## config.mk

```make
export PLATFORM = sky130hd
export DESIGN_NAME = nwd_top
export DESIGN_NICKNAME = d
export VERILOG_FILES = /design/src/rtl/nwd_pkg.sv /design/src/rtl/nwd_delay_line.sv /design/src/rtl/nwd_addr_ctr.sv /design/src/rtl/nwd_rx.sv /design/src/rtl/nwd_tx.sv /design/src/rtl/nwd_top.sv
export SDC_FILE = /design/constraint.sdc
export NUM_CORES = 1
export LEC_CHECK = 0
export BUFFER_PORTS_ARGS = -buffer_cell sky130_fd_sc_hd__clkbuf_2
export CAP_MARGIN = 40
export CORE_ASPECT_RATIO = 0.5
export CORE_MARGIN = 5
export CORE_UTILIZATION = 54
export CTS_CLUSTER_DIAMETER = 40
export DETAILED_ROUTE_END_ITERATION = 7
export PLACE_DENSITY = 0.89
export RECOVER_POWER = 50
export SYNTH_ARGS = -nofsm -noshare
export SYNTH_HDL_FRONTEND = slang
export SYNTH_SLANG_ARGS = --single-unit
export TNS_END_PERCENT = 5
```

## constraint.sdc

```tcl
create_clock -name clk -period 5.8 [get_ports clk]
set_clock_uncertainty 0.05 [all_clocks]
set_input_delay 1.16 -clock clk [delete_from_list [all_inputs] [get_ports clk]]
set_output_delay 1.16 -clock clk [all_outputs]
set_load 0.02 [all_outputs]
```

## src/rtl/nwd_pkg.sv

```systemverilog
`timescale 1ns/1ps
package nwd_pkg;
  parameter int NWD_NIB_W  = 4;
  parameter int NWD_WORD_W = 16;
  parameter int NWD_ADDR_W = 16;
  parameter int NWD_SYNC   = 2;
endpackage

```

## src/rtl/nwd_delay_line.sv

```systemverilog
`timescale 1ns/1ps
module nwd_delay_line #(
  parameter int W      = 1,
  parameter int STAGES = 2
) (
  input  logic         clk,
  input  logic         rst_n,
  input  logic [W-1:0] d,
  output logic [W-1:0] q
);
  logic [W-1:0] stg [STAGES];

  for (genvar i = 0; i < STAGES; i++) begin : g_stage
    if (i == 0) begin : g_head
      always_ff @(posedge clk or negedge rst_n)
        if (!rst_n) stg[i] <= '0;
        else        stg[i] <= d;
    end else begin : g_tail
      always_ff @(posedge clk or negedge rst_n)
        if (!rst_n) stg[i] <= '0;
        else        stg[i] <= stg[i-1];
    end
  end

  assign q = stg[STAGES-1];
endmodule

```

## src/rtl/nwd_addr_ctr.sv

```systemverilog
`timescale 1ns/1ps
module nwd_addr_ctr #(
  parameter int AW = 16
) (
  input  logic          clk,
  input  logic          rst_n,
  input  logic          load,
  input  logic [AW-1:0] load_val,
  input  logic          inc,
  output logic [AW-1:0] q
);
  logic [AW-1:0] q_n;
  logic          en;

  always_comb begin
    en  = load || inc;
    q_n = load ? load_val : q + 1'b1;
  end

  always_ff @(posedge clk or negedge rst_n)
    if (!rst_n)  q <= '0;
    else if (en) q <= q_n;

  // one step per accepted access
  p_addr_step_r4_r8: assert property (@(posedge clk) disable iff (!rst_n)
    inc && !load |=> q == $past(q) + 1'b1);
  p_addr_load_r7_r8: assert property (@(posedge clk) disable iff (!rst_n)
    load |=> q == $past(load_val));
endmodule

```

## src/rtl/nwd_rx.sv

```systemverilog
`timescale 1ns/1ps
module nwd_rx #(
  parameter int NIB_W  = 4,
  parameter int WORD_W = 16,
  parameter int ADDR_W = 16
) (
  input  logic              clk,
  input  logic              rst_n,
  input  logic              frame_s,
  input  logic [NIB_W-1:0]  nib_s,
  input  logic              load,
  input  logic [ADDR_W-1:0] base,
  input  logic              wr_grant,
  output logic              wr_req,
  output logic [ADDR_W-1:0] wr_addr,
  output logic [WORD_W-1:0] wr_data,
  output logic              overflow
);
  localparam int NIBS = WORD_W / NIB_W;
  localparam int CW   = $clog2(NIBS);

  logic [CW-1:0]     cnt_q, cnt_n;
  logic [WORD_W-1:0] asm_q, asm_n, stage_q, stage_n;
  logic              pend_q, pend_n, ovf_q, ovf_n;
  logic              word_done, take;

  always_comb begin
    word_done = frame_s && (cnt_q == CW'(NIBS-1));
    take      = wr_grant && pend_q;
    asm_n     = asm_q;
    if (frame_s) asm_n[int'(cnt_q)*NIB_W +: NIB_W] = nib_s;
    cnt_n   = (load || !frame_s) ? '0 : cnt_q + 1'b1;
    stage_n = stage_q;
    pend_n  = pend_q;
    ovf_n   = ovf_q;
    if (load) begin
      pend_n = 1'b0;
      ovf_n  = 1'b0;
    end else begin
      if (take) pend_n = 1'b0;
      if (word_done) begin
        if (!pend_q || take) begin
          stage_n = asm_n;
          pend_n  = 1'b1;
        end else begin
          ovf_n = 1'b1;
        end
      end
    end
  end

  always_ff @(posedge clk or negedge rst_n)
    if (!rst_n) begin
      cnt_q   <= '0;
      asm_q   <= '0;
      stage_q <= '0;
      pend_q  <= 1'b0;
      ovf_q   <= 1'b0;
    end else begin
      cnt_q  <= cnt_n;
      pend_q <= pend_n;
      ovf_q  <= ovf_n;
      if (frame_s)   asm_q   <= asm_n;
      if (word_done) stage_q <= stage_n;
    end

  nwd_addr_ctr #(.AW(ADDR_W)) i_ctr (
    .clk(clk), .rst_n(rst_n), .load(load), .load_val(base),
    .inc(take && !load), .q(wr_addr)
  );

  assign wr_req   = pend_q;
  assign wr_data  = stage_q;
  assign overflow = ovf_q;

  p_req_hold_r4: assert property (@(posedge clk) disable iff (!rst_n)
    wr_req && !wr_grant && !load |=> wr_req && $stable(wr_data) && $stable(wr_addr));
  p_overflow_sticky_r5: assert property (@(posedge clk) disable iff (!rst_n)
    overflow && !load |=> overflow);
  p_overflow_cause_r5: assert property (@(posedge clk) disable iff (!rst_n)
    $rose(overflow) |-> $past(wr_req) && !$past(wr_grant));
  p_load_clear_r7: assert property (@(posedge clk) disable iff (!rst_n)
    load |=> !overflow && !wr_req);
endmodule

```

## src/rtl/nwd_tx.sv

```systemverilog
`timescale 1ns/1ps
module nwd_tx #(
  parameter int NIB_W  = 4,
  parameter int WORD_W = 16,
  parameter int ADDR_W = 16
) (
  input  logic              clk,
  input  logic              rst_n,
  input  logic              load,
  input  logic [ADDR_W-1:0] first,
  input  logic [ADDR_W-1:0] last,
  input  logic              rd_grant,
  input  logic [WORD_W-1:0] rd_data,
  output logic              rd_req,
  output logic [ADDR_W-1:0] rd_addr,
  output logic [NIB_W-1:0]  nib,
  output logic              en
);
  localparam int NIBS = WORD_W / NIB_W;
  localparam int CW   = $clog2(NIBS);

  logic              fetch_q, fetch_n;
  logic [ADDR_W-1:0] end_q, end_n;
  logic [WORD_W-1:0] cur_q, cur_n, pre_q, pre_n;
  logic              curv_q, curv_n, prev_q, prev_n;
  logic [CW-1:0]     cnt_q, cnt_n;
  logic              take, slot_free;

  always_comb begin
    rd_req    = fetch_q && !prev_q;
    take      = rd_grant && rd_req;
    slot_free = !curv_q || (cnt_q == CW'(NIBS-1));
    fetch_n = fetch_q;
    end_n   = end_q;
    cur_n   = cur_q;
    curv_n  = curv_q;
    pre_n   = pre_q;
    prev_n  = prev_q;
    cnt_n   = cnt_q;
    if (load) begin
      fetch_n = 1'b1;
      end_n   = last;
      curv_n  = 1'b0;
      prev_n  = 1'b0;
      cnt_n   = '0;
    end else begin
      if (take && rd_addr == end_q) fetch_n = 1'b0;
      if (curv_q) cnt_n = cnt_q + 1'b1;
      if (slot_free) begin
        cnt_n = '0;
        if (prev_q) begin
          cur_n  = pre_q;
          curv_n = 1'b1;
          prev_n = 1'b0;
        end else if (take) begin
          cur_n  = rd_data;
          curv_n = 1'b1;
        end else begin
          curv_n = 1'b0;
        end
      end else if (take) begin
        pre_n  = rd_data;
        prev_n = 1'b1;
      end
    end
  end

  always_ff @(posedge clk or negedge rst_n)
    if (!rst_n) begin
      fetch_q <= 1'b0;
      end_q   <= '0;
      cur_q   <= '0;
      curv_q  <= 1'b0;
      pre_q   <= '0;
      prev_q  <= 1'b0;
      cnt_q   <= '0;
    end else begin
      fetch_q <= fetch_n;
      curv_q  <= curv_n;
      prev_q  <= prev_n;
      cnt_q   <= cnt_n;
      if (load)      end_q <= end_n;
      if (slot_free) cur_q <= cur_n;
      if (take)      pre_q <= pre_n;
    end

  nwd_addr_ctr #(.AW(ADDR_W)) i_ctr (
    .clk(clk), .rst_n(rst_n), .load(load), .load_val(first),
    .inc(take && !load), .q(rd_addr)
  );

  assign nib = cur_q[int'(cnt_q)*NIB_W +: NIB_W];
  assign en  = curv_q;

  p_word_whole_r10: assert property (@(posedge clk) disable iff (!rst_n)
    en && (cnt_q != CW'(NIBS-1)) && !load |=> en);
  p_prefetch_handoff_r10: assert property (@(posedge clk) disable iff (!rst_n)
    en && (cnt_q == CW'(NIBS-1)) && prev_q && !load |=> en && (cnt_q == '0));
  p_addr_hold_r8: assert property (@(posedge clk) disable iff (!rst_n)
    rd_req && !rd_grant && !load |=> $stable(rd_addr));
  p_done_quiet_r11: assert property (@(posedge clk) disable iff (!rst_n)
    !fetch_q && !en && !load |=> !rd_req && !en);
endmodule

```

## src/rtl/nwd_top.sv

```systemverilog
`timescale 1ns/1ps
module nwd_top
  import nwd_pkg::*;
#(
  parameter int NIB_W  = NWD_NIB_W,
  parameter int WORD_W = NWD_WORD_W,
  parameter int ADDR_W = NWD_ADDR_W,
  parameter int SYNC   = NWD_SYNC
) (
  input  logic              clk,
  input  logic              rst_n,
  input  logic              rx_frame,
  input  logic [NIB_W-1:0]  rx_nib,
  input  logic              rx_load,
  input  logic [ADDR_W-1:0] rx_base,
  input  logic              rx_wr_grant,
  output logic              rx_wr_req,
  output logic [ADDR_W-1:0] rx_wr_addr,
  output logic [WORD_W-1:0] rx_wr_data,
  output logic              rx_overflow,
  input  logic              tx_load,
  input  logic [ADDR_W-1:0] tx_first,
  input  logic [ADDR_W-1:0] tx_last,
  input  logic              tx_rd_grant,
  input  logic [WORD_W-1:0] tx_rd_data,
  output logic              tx_rd_req,
  output logic [ADDR_W-1:0] tx_rd_addr,
  output logic [NIB_W-1:0]  tx_nib,
  output logic              tx_en
);
  logic             rst_sync_n;
  logic             frame_s;
  logic [NIB_W-1:0] nib_s;

  nwd_delay_line #(.W(1), .STAGES(2)) i_rst_sync (
    .clk(clk), .rst_n(rst_n), .d(1'b1), .q(rst_sync_n)
  );
  nwd_delay_line #(.W(1), .STAGES(SYNC)) i_frame_sync (
    .clk(clk), .rst_n(rst_sync_n), .d(rx_frame), .q(frame_s)
  );
  nwd_delay_line #(.W(NIB_W), .STAGES(SYNC)) i_nib_align (
    .clk(clk), .rst_n(rst_sync_n), .d(rx_nib), .q(nib_s)
  );

  nwd_rx #(.NIB_W(NIB_W), .WORD_W(WORD_W), .ADDR_W(ADDR_W)) i_rx (
    .clk(clk), .rst_n(rst_sync_n), .frame_s(frame_s), .nib_s(nib_s),
    .load(rx_load), .base(rx_base), .wr_grant(rx_wr_grant),
    .wr_req(rx_wr_req), .wr_addr(rx_wr_addr), .wr_data(rx_wr_data),
    .overflow(rx_overflow)
  );

  nwd_tx #(.NIB_W(NIB_W), .WORD_W(WORD_W), .ADDR_W(ADDR_W)) i_tx (
    .clk(clk), .rst_n(rst_sync_n), .load(tx_load), .first(tx_first),
    .last(tx_last), .rd_grant(tx_rd_grant), .rd_data(tx_rd_data),
    .rd_req(tx_rd_req), .rd_addr(tx_rd_addr), .nib(tx_nib), .en(tx_en)
  );

  p_reset_idle_r1: assert property (@(posedge clk) disable iff (!rst_sync_n)
    $rose(rst_sync_n) |-> !rx_wr_req && !tx_rd_req && !tx_en && !rx_overflow);
endmodule

```

## After elaboration in Yosys (flattened, before gate mapping)

Cells that the tools add are included.

| word-level totals | value |
|---|---|
| flip-flop bits (word level) | 133 |
| output and inout port bits | 56 |
| logic and storage cells | 89 |

| cells by class | value |
|---|---|
| add/subtract/negate cells | 5 |
| equality and inequality tests | 4 |
| shifts and indexed selects | 3 |
| multiplexer cells | 26 |
| bitwise gates (word level) | 3 |
| reductions and logical operators | 28 |

Operators with widths:

| operator | number |
|---|---|
| 2-to-1 mux 16 bit | 5 |
| negation 4 -> 33 bit | 1 |
| variable shift 4 x 33 -> 16 bit, first input constant | 1 |
| variable part select 4 x 33 -> 16 bit | 1 |
| adder 16 x 1 -> 16 bit, second input constant | 2 |
| bitwise mux 16 bit | 1 |
| == test 16 bit | 1 |
| 2-to-1 mux 1 bit | 16 |
| variable part select 16 x 5 -> 4 bit | 1 |
| AND reduction 3 bit | 3 |
| 2-to-1 mux 2 bit | 4 |
| nonzero test 2 bit | 4 |
| logical AND 1 bit | 7 |
| zero test 1 bit | 6 |
| nonzero test 3 bit | 2 |
| logical OR 1 bit | 5 |
| adder 2 x 1 -> 2 bit, second input constant | 2 |
| == test 2 bit, second input constant | 2 |
| NOT 1 bit | 3 |
| inequality test 2 bit, second input constant | 1 |
| AND reduction 2 bit | 1 |

## Depth between registers and ports, before layout

Gate-level depths: netlist (run 1).

| depth | value |
|---|---|
| depth after elaboration | 7 |
| mapped depth | 6 |
| gate-level depth less buffers | 6 |

## Cells and area by module

A second synthesis (run 1) with hierarchy kept.

| second synthesis, totals | value |
|---|---|
| cell total of the unflattened synthesis | 534 |
| area total of the unflattened synthesis | 6208.5 um^2 |

Modules (own cells, without submodules):

| module | instances | cells an instance | area each (um^2) | seq. area each (um^2) |
|---|---|---|---|---|
| nwd_tx | 1 | 182 | 2451.1 | 1326.3 |
| nwd_addr_ctr | 2 | 99 | 943.4 | 400.4 |
| nwd_rx | 1 | 137 | 1536.5 | 800.8 |
| nwd_delay_line (i_nib_align) | 1 | 12 | 230.2 | 200.2 |
| nwd_delay_line (i_frame_sync ...) | 2 | 2 | 50.0 | 50.0 |
| nwd_top | 1 | 1 | 3.8 | 0.0 |

## Worst setup path after synthesis (run 1)

No wires, ideal clock.

| path | value |
|---|---|
| path type | input to register |
| start | input tx_rd_grant |
| end | register i_tx.i_ctr.q[15] |
| library setup time | 0.082 ns |
| arrival | 2.359 ns |
| data required time | 5.668 ns |
| setup slack | 3.309 ns |
| cell stages on the path | 4 |
| cell sequence | nand3b_2 or3_4 or4_1 a31oi_1 |

| on the way | value |
|---|---|
| longest elaborated chain between the ends | 3 |

RTL lines:

| what | RTL line | RTL |
|---|---|---|
| start: declaration | nwd_top.sv:24 | `input logic tx_rd_grant,` |
| logical AND 1 bit | nwd_tx.sv:31 | `take = rd_grant && rd_req;` |
| logical AND 1 bit | nwd_tx.sv:89 | `.inc(take && !load), .q(rd_addr)` |
| logical OR 1 bit | nwd_addr_ctr.sv:16 | `en = load \|\| inc;` |
| end signal: assignment | nwd_addr_ctr.sv:22 | `else if (en) q <= q_n;` |
| end: declaration | nwd_addr_ctr.sv:10 | `output logic [AW-1:0] q` |

No other way between the ends.
A chain may end at the register's enable or synchronous reset.

## Final worst setup path (run 1)

| path | value |
|---|---|
| start | input tx_load |
| end | register i_tx.pre_q[4] |

| on the way | value |
|---|---|
| longest elaborated chain between the ends | 2 |

RTL lines:

| what | RTL line | RTL |
|---|---|---|
| start: declaration | nwd_top.sv:21 | `input logic tx_load,` |
| NOT 1 bit (no line) | n/a |  |
| AND reduction 3 bit (no line) | n/a |  |
| end signal: assignment | nwd_tx.sv:84 | `if (take) pre_q <= pre_n;` |
| end: declaration | nwd_tx.sv:24 | `logic [WORD_W-1:0] cur_q, cur_n, pre_q, pre_n;` |

No other way between the ends.

==> results of run 1 <==
-- state kept, by name (all words and copies together) (netlist names), 2 cells and up --
register / cells
i_tx.i_ctr.q: 16
i_tx.pre_q: 16
i_rx.asm_q: 16
i_nib_align.q: 4
i_nib_align.stg: 4
i_tx.cnt_q: 2
i_rx.wr_data: 16
i_tx.cur_q: 16
i_tx.end_q: 16
i_rx.i_ctr.q: 16
i_rx.cnt_q: 2
-- cells in the mapped netlist (all sizes together) (2+ instances only) --
cell type    n
dfrtp      133
nand2       44
mux2        41
nor2        40
a21oi       28
o21ai       26
inv         22
xnor2       20
xor2        20
mux2i       19
clkbuf      14
nor4        13
nor3        12
nand3        9
a22o         8
a32oi        8
ha           8
buf          7
nand4        6
nor2b        5
mux4         4
a31oi        3
and3         3
or4          3
nand2b       2
nor4b        2
or2          2
or3          2
-- power breakdown --
group	internal, µW	switching, µW
Combinational	155	184
Sequential	1030	93.3
Clock	686	400
Total	1880	677
-- critical path, cell delays in order --
cell and delay, ns:
clkbuf_1 0.28, clkbuf_1 1.27, or3_1 0.71, mux2_2 0.41
-- routing by layer --
layer | wire length [µm] | GRT usage | up-vias
met5 | 0 | 0 | -
met4 | 240 | 0.0759 | 0
met3 | 621 | 0.0476 | 25
met2 | 6810 | 0.352 | 111
met1 | 5750 | 0.276 | 2155
li1 | - | - | 2084
-- per-stage QoR --
step                      utilization  total power [µW]  cell area, µm²  hold WS, ns
after floorplan                     -              1350            5910        0.281
final                           0.675              2550            7320        0.297
after CTS                       0.678              2570            7350        0.298
after global placement          0.617              1460            6690        0.284
after global routing            0.675              2670            7320        0.316
after detailed placement        0.622              1480            6750        0.285
-- layout make-up --
type / instances / area (µm²)
inverter: 22 / 82.6
clock inverter: 13 / 156
tap: 145 / 181
clock buffer: 19 / 443
multi-input combinational: 340 / 2420
fill: 780 / 3520
timing repair buffer: 136 / 712
sequential: 133 / 3330
-- worst max path at each step --
stage | startpoint | cells after the start | slack [ns] | endpoint
3_5_place_dp | tx_load | 4 | 2.97 | i_tx.pre_q[9]
3_3_place_gp | tx_load | 3 | 2.66 | i_tx.pre_q[6]
2_1_floorplan | i_rst_sync.q | 0 | 1.77 | i_frame_sync.q
6_report | tx_load | 4 | 2.19 | i_tx.pre_q[4]
5_1_grt | i_rst_sync.q | 1 | 1.70 | i_frame_sync.q
4_1_cts | i_tx.cnt_q[0] | 2 | 2.88 | tx_nib[1]
-- cells by family after synthesis --
kind of cell               Yosys count
AOI/OAI and AO/OA                   79
buffers and inverters               43
xor gates and xnor gates            40
muxes                               64
DFF                                133
and+or+nand+nor                    148
adders and majority gates            8
other                                1
==> results.txt, run 1 <==
Routability cong. = 0.820
ANT cells = 0
Adder-cell area share of the yosys netlist = 0.0169
Yosys cell types = 45
# clock sinks = 133
Vias per cell = 5.41
DRT Pass-1 Iters = 4
Die ar. = 13300 µm²
Hold Vio Cnt, Final = 0
Width of the die = 158 µm
Critical R2R Capture = i_rx.wr_data[6]
RR Startpoint = i_rst_sync.q
Remaining DRCs = 0
CTS Hold Bufs = 0
Core area = 10800 µm²
Startpoint Class = primary input
Largest area contributor in the netlist = dfrtp_1
Global-route wire length before repair = 22500 µm
Min Clock Period, post-route = 3.61 ns
Register area share after synthesis = 0.563
Setup bufs post-CTS = 0
Synthesis-to-finish area growth = 23.9%
Total CTS buffers = 17
Multiplexer share of the synthesized area = 0.126
Initial Util = 0.545
Most common cell after layout, fill and taps aside = dfrtp_1
Worst Hold End = i_nib_align.q[2]
Final setup fails = 0
Longest Clk Path Bufs = 2
Worst Reg-to-Reg Cells = 2
Worst hold path class = reg -> reg
Fmax = 0.277 GHz
Slew HR = -0.485
Post-CTS resize count = 0
Hold path cells = 0
DP Cell Count = 776
Simple-gate share of the synthesized area = 0.125
Hold Crit Start = i_nib_align.stg[6]
Layout Cells excl Fill = 808
Top_reg_cell synth = dfrtp_1
Max Slew Vio Count = 127
Initial antenna violation count = 0
CP endpoint kind = flop
Number of synthesized flops with an enable pin = 0
CP max FO = 42
Yosys warnings = 0
Syn_area_per_cell = 11.5 µm²
CTS tree = yes
Worst EP arrival = 3.85 ns
Top cells by area, synth = dfrtp_1, mux2_2, mux2i_1
# IOs = 131
Worst-Margin Slew = 2.23 ns
Mapped Cells = 516
WS Path Type = in -> reg
GRT overflow = 0
Status = finished with violations
PwrDens = 349 nW/µm²
Max VDD drop = 265 µV
Final ANT Viol Nets = 0
Global-route total usage across every layer = 0.213
Share of Yosys cell area claimed by the top area cell type = 0.563
R2r setup slk = 2.47 ns
Pin count of the biggest net entering global routing = 58
H-tree levels = 4
Total Wirelength = 13400 µm
Skew-Pair Late Insertion Delay = 0.41 ns
Wire per inst = 16.6 µm
Most frequent cells in the layout = dfrtp_1, clkbuf_2, nand2_1
Post-detail-place hpwl = 9310 µm
FFs w/ async S/R, synth = 1.00
# Max-Cap Violations = 3
Worst path required time = 6.04 ns
Pleak = 0.00342 µW
Period utilization = 0.623
Fin nets = 733
#FFs+latches synth = 133
Post-synthesis compound-gate area fraction = 0.0813
Mapped Nets = 599
Largest family of logic cells by synthesized area = multiplexers
First DRT Iteration DRCs = 247
IO Port Bufs = 130
Rows = 27
XOR/XNOR Fraction of Synth Area = 0.0593
Mapped cell area = 5910 µm²
Fin Setup TNS = 0 ns
Via count = 4375
Number of global-route vias before repair = 4514
Chip height = 84.0 µm
Layout cells sized above 1 = 0.324
DP Worst Slack = 2.97 ns
Clock-pin slew on the worst setup and hold paths = 0.06 ns
Worst setup margin = 2.19 ns
CTS root buffer = clkbuf_16
Failing checks = max-capacitance violations, max-slew violations
RSZ-0062 raised after global routing = false
(Power assumes the default switching activity.)
==> inputs of run 2 (changes only) <==
--- a/config.mk
+++ b/config.mk
@@ -9,10 +9,10 @@
 export CAP_MARGIN = 40
 export CORE_ASPECT_RATIO = 0.5
 export CORE_MARGIN = 5
-export CORE_UTILIZATION = 54
+export CORE_UTILIZATION = 49
 export CTS_CLUSTER_DIAMETER = 40
 export DETAILED_ROUTE_END_ITERATION = 7
-export PLACE_DENSITY = 0.89
+export PLACE_DENSITY = 0.85
 export RECOVER_POWER = 50
 export SYNTH_ARGS = -nofsm -noshare
 export SYNTH_HDL_FRONTEND = slang
==> constraint.sdc (replaced) <==
create_clock -name clk -period 2.9 [get_ports clk]
set_clock_uncertainty 0.05 [all_clocks]
set_input_delay 0.58 -clock clk [delete_from_list [all_inputs] [get_ports clk]]
set_output_delay 0.58 -clock clk [all_outputs]
set_load 0.02 [all_outputs]
==> results.txt, run 2 (synthesis gave the netlist of run 1 again) <==
Final setup fails = 0 (unchanged)
Total CTS buffers = 17 (unchanged)
ANT cells = 0 (unchanged)
Period utilization = 0.793
Worst-Margin Slew = 1.33 ns (-0.896 ns)
CTS tree = yes
Final Hold Slack = 0.234 ns (-0.0627 ns)
Worst EP arrival = 1.67 ns (-2.18 ns)
DRT Pass-1 Iters = 5 (+1)
Initial Util = 0.501 (-0.0444)
Hold Vio Cnt, Final = 0 (unchanged)
Setup bufs post-CTS = 0 (unchanged)
Max VDD drop = 423 µV (+60%)
Die ar. = 14500 µm² (+9.3%)
Min Clock Period, post-route = 2.30 ns
Post-route cell area = 7400 µm² (+1.0%)
Post-CTS resize count = 0 (unchanged)
Routability cong. = 0.865 (+5.5%)
Crit path cell chain = mux4_2 > clkbuf_2
Vias per cell = 5.30 (-2.0%)
RR Startpoint = i_rx.cnt_q[0]
Global-route wire length before repair = 22500 µm (-0.24%)
Worst Hold End = i_nib_align.stg[6]
Number of global-route vias before repair = 4484 (-0.66%)
H-tree levels = 4 (unchanged)
Worst Reg-to-Reg Cells = 5 (+3)
Width of the die = 165 µm (+4.7%)
Fin nets = 736 (+0.41%)
Chip height = 87.7 µm (+4.4%)
Core area = 11800 µm² (+8.9%)
Status = finished, final reports clean
PwrDens = 709 nW/µm² (+100%)
WS Path Type = reg -> out
Fmax = 0.435 GHz
Initial antenna violation count = 0 (unchanged)
Slowest CP cell = mux4_2
Synthesis-to-finish area growth = 25.2%
Fin Setup TNS = 0 ns (unchanged)
Pleak = 0.00346 µW (+1.0%)
RSZ-0062 raised after global routing = false
Critical R2R Capture = i_rx.wr_data[13]
Post-detail-place hpwl = 9400 µm (+0.91%)
Hold path cells = 1 (+1)
Slowest stage delay, CP = 0.57 ns (-0.70 ns)
# clock sinks = 133 (unchanged)
Worst hold path class = in -> reg
GRT overflow = 0 (unchanged)
Worst path required time = 2.27 ns (-3.77 ns)
Via count = 4403 (+0.64%)
Most common cell after layout, fill and taps aside = dfrtp_1
Skew-Pair Late Insertion Delay = 0.40 ns (about the same)
Total Wirelength = 13400 µm (-0.19%)
CP max FO = 6 (-86%)
Remaining DRCs = 0 (unchanged)
# IOs = 131 (unchanged)
Global-route total usage across every layer = 0.197 (-0.0156)
Clock-pin slew on the worst setup and hold paths = 0.05 ns (about the same)
Hold Crit Start = rx_nib[2]
Wire per inst = 16.1 µm (-2.8%)
Startpoint Class = flop
Rows = 28 (+3.7%)
Final ANT Viol Nets = 0 (unchanged)
CP endpoint kind = output port
R2r setup slk = 0.75 ns (-1.72 ns)
Max Slew Vio Count = 0 (-100%)
Longest Clk Path Bufs = 2 (unchanged)
Total power = 5250 µW (+110%)
# Max-Cap Violations = 0 (-3)
Post-DP Area = 6760 µm² (+0.19%)
Most frequent cells in the layout = dfrtp_1, clkbuf_2, nand2_1
IO Port Bufs = 130 (unchanged)
Layout cells sized above 1 = 0.326 (+0.00203)
CTS root buffer = clkbuf_16
First DRT Iteration DRCs = 297 (+20%)
Pin count of the biggest net entering global routing = 64 (+10%)
Slew HR = 0.113 (+0.597)
[run 2: per-stage QoR]
| step | utilization | worst slack (ns) | instances |
|---|---|---|---|
| detailed placement | 0.573 | 0.706 | 798 |
| floorplan | - | 0.637 | 516 |
| global route | 0.626 | 0.348 | 830 |
| CTS | 0.628 | 0.573 | 830 |
| finish | 0.626 | 0.601 | 830 |
| global placement | 0.573 | 0.744 | 798 |
[run 2: worst max-delay path by stage]
stage / start / to / slack [ns] / cells after the start
2_1_floorplan: i_rst_sync.q / i_frame_sync.q / 0.64 / 0
3_3_place_gp: tx_rd_grant / i_tx.pre_q[5] / 0.74 / 4
3_5_place_dp: tx_rd_grant / i_tx.pre_q[3] / 0.71 / 4
4_1_cts: i_tx.cnt_q[0] / tx_nib[0] / 0.57 / 2
5_1_grt: i_rst_sync.q / i_rx.wr_data[7] / 0.35 / 1
6_report: i_tx.cnt_q[0] / tx_nib[0] / 0.60 / 2
[run 2: repair_timing]
action                                  4_1_cts  5_1_grt
endpoints found under the setup margin        0        0
hold buffers                                  1        0
hold endpoints to repair                      2        0
[run 2: cell type report]
cell class | instances | area (µm²)
inverters | 22 | 82.6
multi-input cells | 340 | 2420
clock buffers | 21 | 460
flip-flops and latches | 133 | 3330
clock inverters | 10 | 178
well taps | 165 | 206
repair buffers | 139 | 722
fillers | 934 | 4410
[run 2: critical path, delay by kind of cell (launching register included)]
kind,cells,cell delay [ns]
muxes,1,0.57
DFF,1,0.52
buffers and inverters,1,0.18
[run 2: layer usage]
| metal | vias up | GRT usage | part of all wire |
|---|---|---|---|
| li1 | 2090 | - | - |
| met1 | 2173 | 0.254 | 0.42 |
| met2 | 122 | 0.328 | 0.51 |
| met3 | 18 | 0.0451 | 0.053 |
| met4 | 0 | 0.0801 | 0.017 |
| met5 | - | 0 | 0 |
[run 2: power by group]
group          switching [µW]  total (µW)  internal (µW)
Combinational             381         690            309
Sequential                175        2250           2070
Clock                     749        2310           1560
==> inputs of run 3 (changes only) <==
--- a/config.mk
+++ b/config.mk
@@ -5,11 +5,12 @@
 export SDC_FILE = /design/constraint.sdc
 export NUM_CORES = 1
 export LEC_CHECK = 0
+export ABC_AREA = 1
 export BUFFER_PORTS_ARGS = -buffer_cell sky130_fd_sc_hd__clkbuf_2
 export CAP_MARGIN = 40
 export CORE_ASPECT_RATIO = 0.5
 export CORE_MARGIN = 5
-export CORE_UTILIZATION = 49
+export CORE_UTILIZATION = 50
 export CTS_CLUSTER_DIAMETER = 40
 export DETAILED_ROUTE_END_ITERATION = 7
 export PLACE_DENSITY = 0.85
==> constraint.sdc (replaced) <==
create_clock -name clk -period 2 [get_ports clk]
set_clock_uncertainty 0.05 [all_clocks]
set_input_delay 0.4 -clock clk [delete_from_list [all_inputs] [get_ports clk]]
set_output_delay 0.4 -clock clk [all_outputs]
set_load 0.02 [all_outputs]
==> results.txt, run 3 <==
# Max-Cap Violations = 1 (+1)
Post-DP Area = 7430 µm² (+9.9%)
Max Slew Vio Count = 41 (+41)
Via count = 5711 (+30%)
Remaining DRCs = 0 (unchanged)
DP Cell Count = 1080 (+35%)
Clock-pin slew on the worst setup and hold paths = 0.06 ns (about the same)
Initial Util = 0.515 (+0.0148)
Pleak = 0.00411 µW (+19%)
Final setup fails = 0 (unchanged)
CP endpoint kind = output port
GRT overflow = 0 (unchanged)
Width of the die = 172 µm (+4.2%)
Yosys cell types = 35 (-22%)
RSZ-0062 raised after global routing = true
Largest area contributor in the netlist = dfrtp_1
Chip height = 91.1 µm (+4.0%)
First DRT Iteration DRCs = 445 (+50%)
Post-route cell area = 8020 µm² (+8.5%)
Most frequent cells in the layout = nand2_1, dfrtp_1, clkbuf_2
CTS root buffer = clkbuf_16
Hold path cells = 1 (unchanged)
Most common cell after layout, fill and taps aside = nand2_1
CP max FO = 10 (+4)
Core area = 12800 µm² (+8.2%)
Wire per inst = 14.3 µm (-12%)
Fin nets = 1013 (+38%)
Yosys warnings = 0 (unchanged)
Mapped Nets = 876 (+46%)
WS Path Type = reg -> out
Period utilization = 0.964
#FFs+latches synth = 133 (unchanged)
H-tree levels = 4 (unchanged)
Die ar. = 15700 µm² (+8.3%)
ANT cells = 0 (unchanged)
CTS tree = yes
Routability cong. = 0.892 (+3.2%)
IO Port Bufs = 130 (unchanged)
Worst path required time = 1.55 ns (-0.72 ns)
Min Clock Period, post-route = 1.93 ns
Slew HR = -0.0105 (-0.123)
Vias per cell = 5.13 (-3.3%)
Worst-Margin Slew = 1.52 ns (+0.185 ns)
Pin count of the biggest net entering global routing = 44 (-31%)
Global-route wire length before repair = 26900 µm (+20%)
Final ANT Viol Nets = 0 (unchanged)
Synth cell count leaders = nand2_1, dfrtp_1, nor2_1
Worst hold path class = in -> reg
Worst Reg-to-Reg Cells = 7 (+2)
Post-detail-place hpwl = 11500 µm (+22%)
Initial antenna violation count = 0 (unchanged)
Mapped cell area = 6580 µm² (+11%)
Layout Cells excl Fill = 1113 (+34%)
Register area share after synthesis = 0.506 (-0.0575)
Count leader, synth = nand2_1
DRT Pass-1 Iters = 5 (unchanged)
Number of synthesized flops with an enable pin = 0 (unchanged)
Top_reg_cell synth = dfrtp_1
Final Hold Slack = 0.0513 ns (-0.183 ns)
Mapped Cells = 793 (+54%)
Total Wirelength = 15900 µm (+18%)
Global-route total usage across every layer = 0.208 (+0.0109)
Layout cells sized above 1 = 0.256 (-0.0707)
Synthesis-to-finish area growth = 21.9%
Rows = 29 (+3.6%)
Hold Vio Cnt, Final = 0 (unchanged)
Number of global-route vias before repair = 5618 (+25%)
Failing checks = max-capacitance violations, max-slew violations
FFs w/ async S/R, synth = 1.00 (unchanged)
# IOs = 131 (unchanged)
Fmax = 0.519 GHz
Total CTS buffers = 17 (unchanged)
Startpoint Class = flop
Top cells by area, synth = dfrtp_1, nand2_1, nor2_1
Setup bufs post-CTS = 0 (unchanged)
Worst EP arrival = 1.48 ns (-0.19 ns)
Status = finished with violations
Syn_area_per_cell = 8.30 µm² (-28%)
# clock sinks = 133 (unchanged)
Skew-Pair Late Insertion Delay = 0.41 ns (about the same)
Max VDD drop = 536 µV (+27%)
Longest Clk Path Bufs = 2 (unchanged)
Share of Yosys cell area claimed by the top area cell type = 0.506 (-0.0575)
Fill cells = 1094 (+17%)
PwrDens = 974 nW/µm² (+37%)
## run 3: power breakdown
part | total (µW) | switching (µW) | internal (µW) | leakage [µW]
registers | 3330 | 312 | 3020 | 0.00165
logic | 1290 | 787 | 506 | 0.00216
clock network | 3190 | 1280 | 1910 | 0.000300
## run 3: timing repair
item                                    CTS  global route
endpoints found under the setup margin    4             9
hold buffers                              1             0
resized for setup                         4             7
pin swaps                                 1             1
endpoints found under the hold margin     2             0
## run 3: logic make-up after synthesis
| kind of cell | synth area share |
|---|---|
| xor+xnor | 0.0213 |
| simple gates | 0.261 |
| compound gates | 0.125 |
| flops | 0.506 |
| buf+inv | 0.0711 |
| fa+ha+maj | 0.0152 |
| other cells | 0.000570 |
## run 3: area by class of cell
class / instances / area, µm² / area share
clock inverter: 14 / 166 / 0.0207
sequential: 133 / 3330 / 0.415
clock buffer: 18 / 439 / 0.0547
inverter: 82 / 312 / 0.0388
multi-input combinational: 553 / 2790 / 0.348
timing repair buffer: 143 / 774 / 0.0965
tap: 170 / 213 / 0.0265
## run 3: worst paths after layout
kind	startpoint	to	slack, ns
setup / recovery	i_tx.cnt_q[0]	tx_nib[3]	0.07
hold reg to reg	i_frame_sync.stg[1]	i_frame_sync.q	0.30
max in group asynchronous	i_rst_sync.q	i_tx.pre_q[13]	0.41
setup reg to reg	i_rx.cnt_q[0]	i_rx.wr_data[15]	0.07
hold / removal	rx_nib[1]	i_nib_align.stg[5]	0.05
min in group asynchronous	rst_n	i_rst_sync.q	0.26
## run 3: critical path: stages, from the launching register on
cell	delay (ns)
dfrtp_1	0.39
buf_6	0.15
inv_4	0.08
nor2_1	0.05
o22ai_1	0.23
buf_4	0.19
## run 3: metal layers
metal / routed length [µm] / vias to the layer above / part of all wire / track usage
li1: - / 2815 / - / -
met1: 7220 / 2715 / 0.46 / 0.286
met2: 7660 / 155 / 0.48 / 0.335
met3: 741 / 26 / 0.047 / 0.0416
met4: 243 / 0 / 0.015 / 0.0615
met5: 0 / - / 0 / 0
## run 3: per-stage QoR
stage	util	setup slack, ns	TNS (ns)	total power [µW]
after global routing	0.628	-0.0670	-0.306	8210
after CTS	0.631	0.0207	0	7870
after floorplan	-	0.409	0	4210
final	0.628	0.0724	0	7820
after global placement	0.582	0.240	0	4590
after detailed placement	0.582	0.103	0	4660
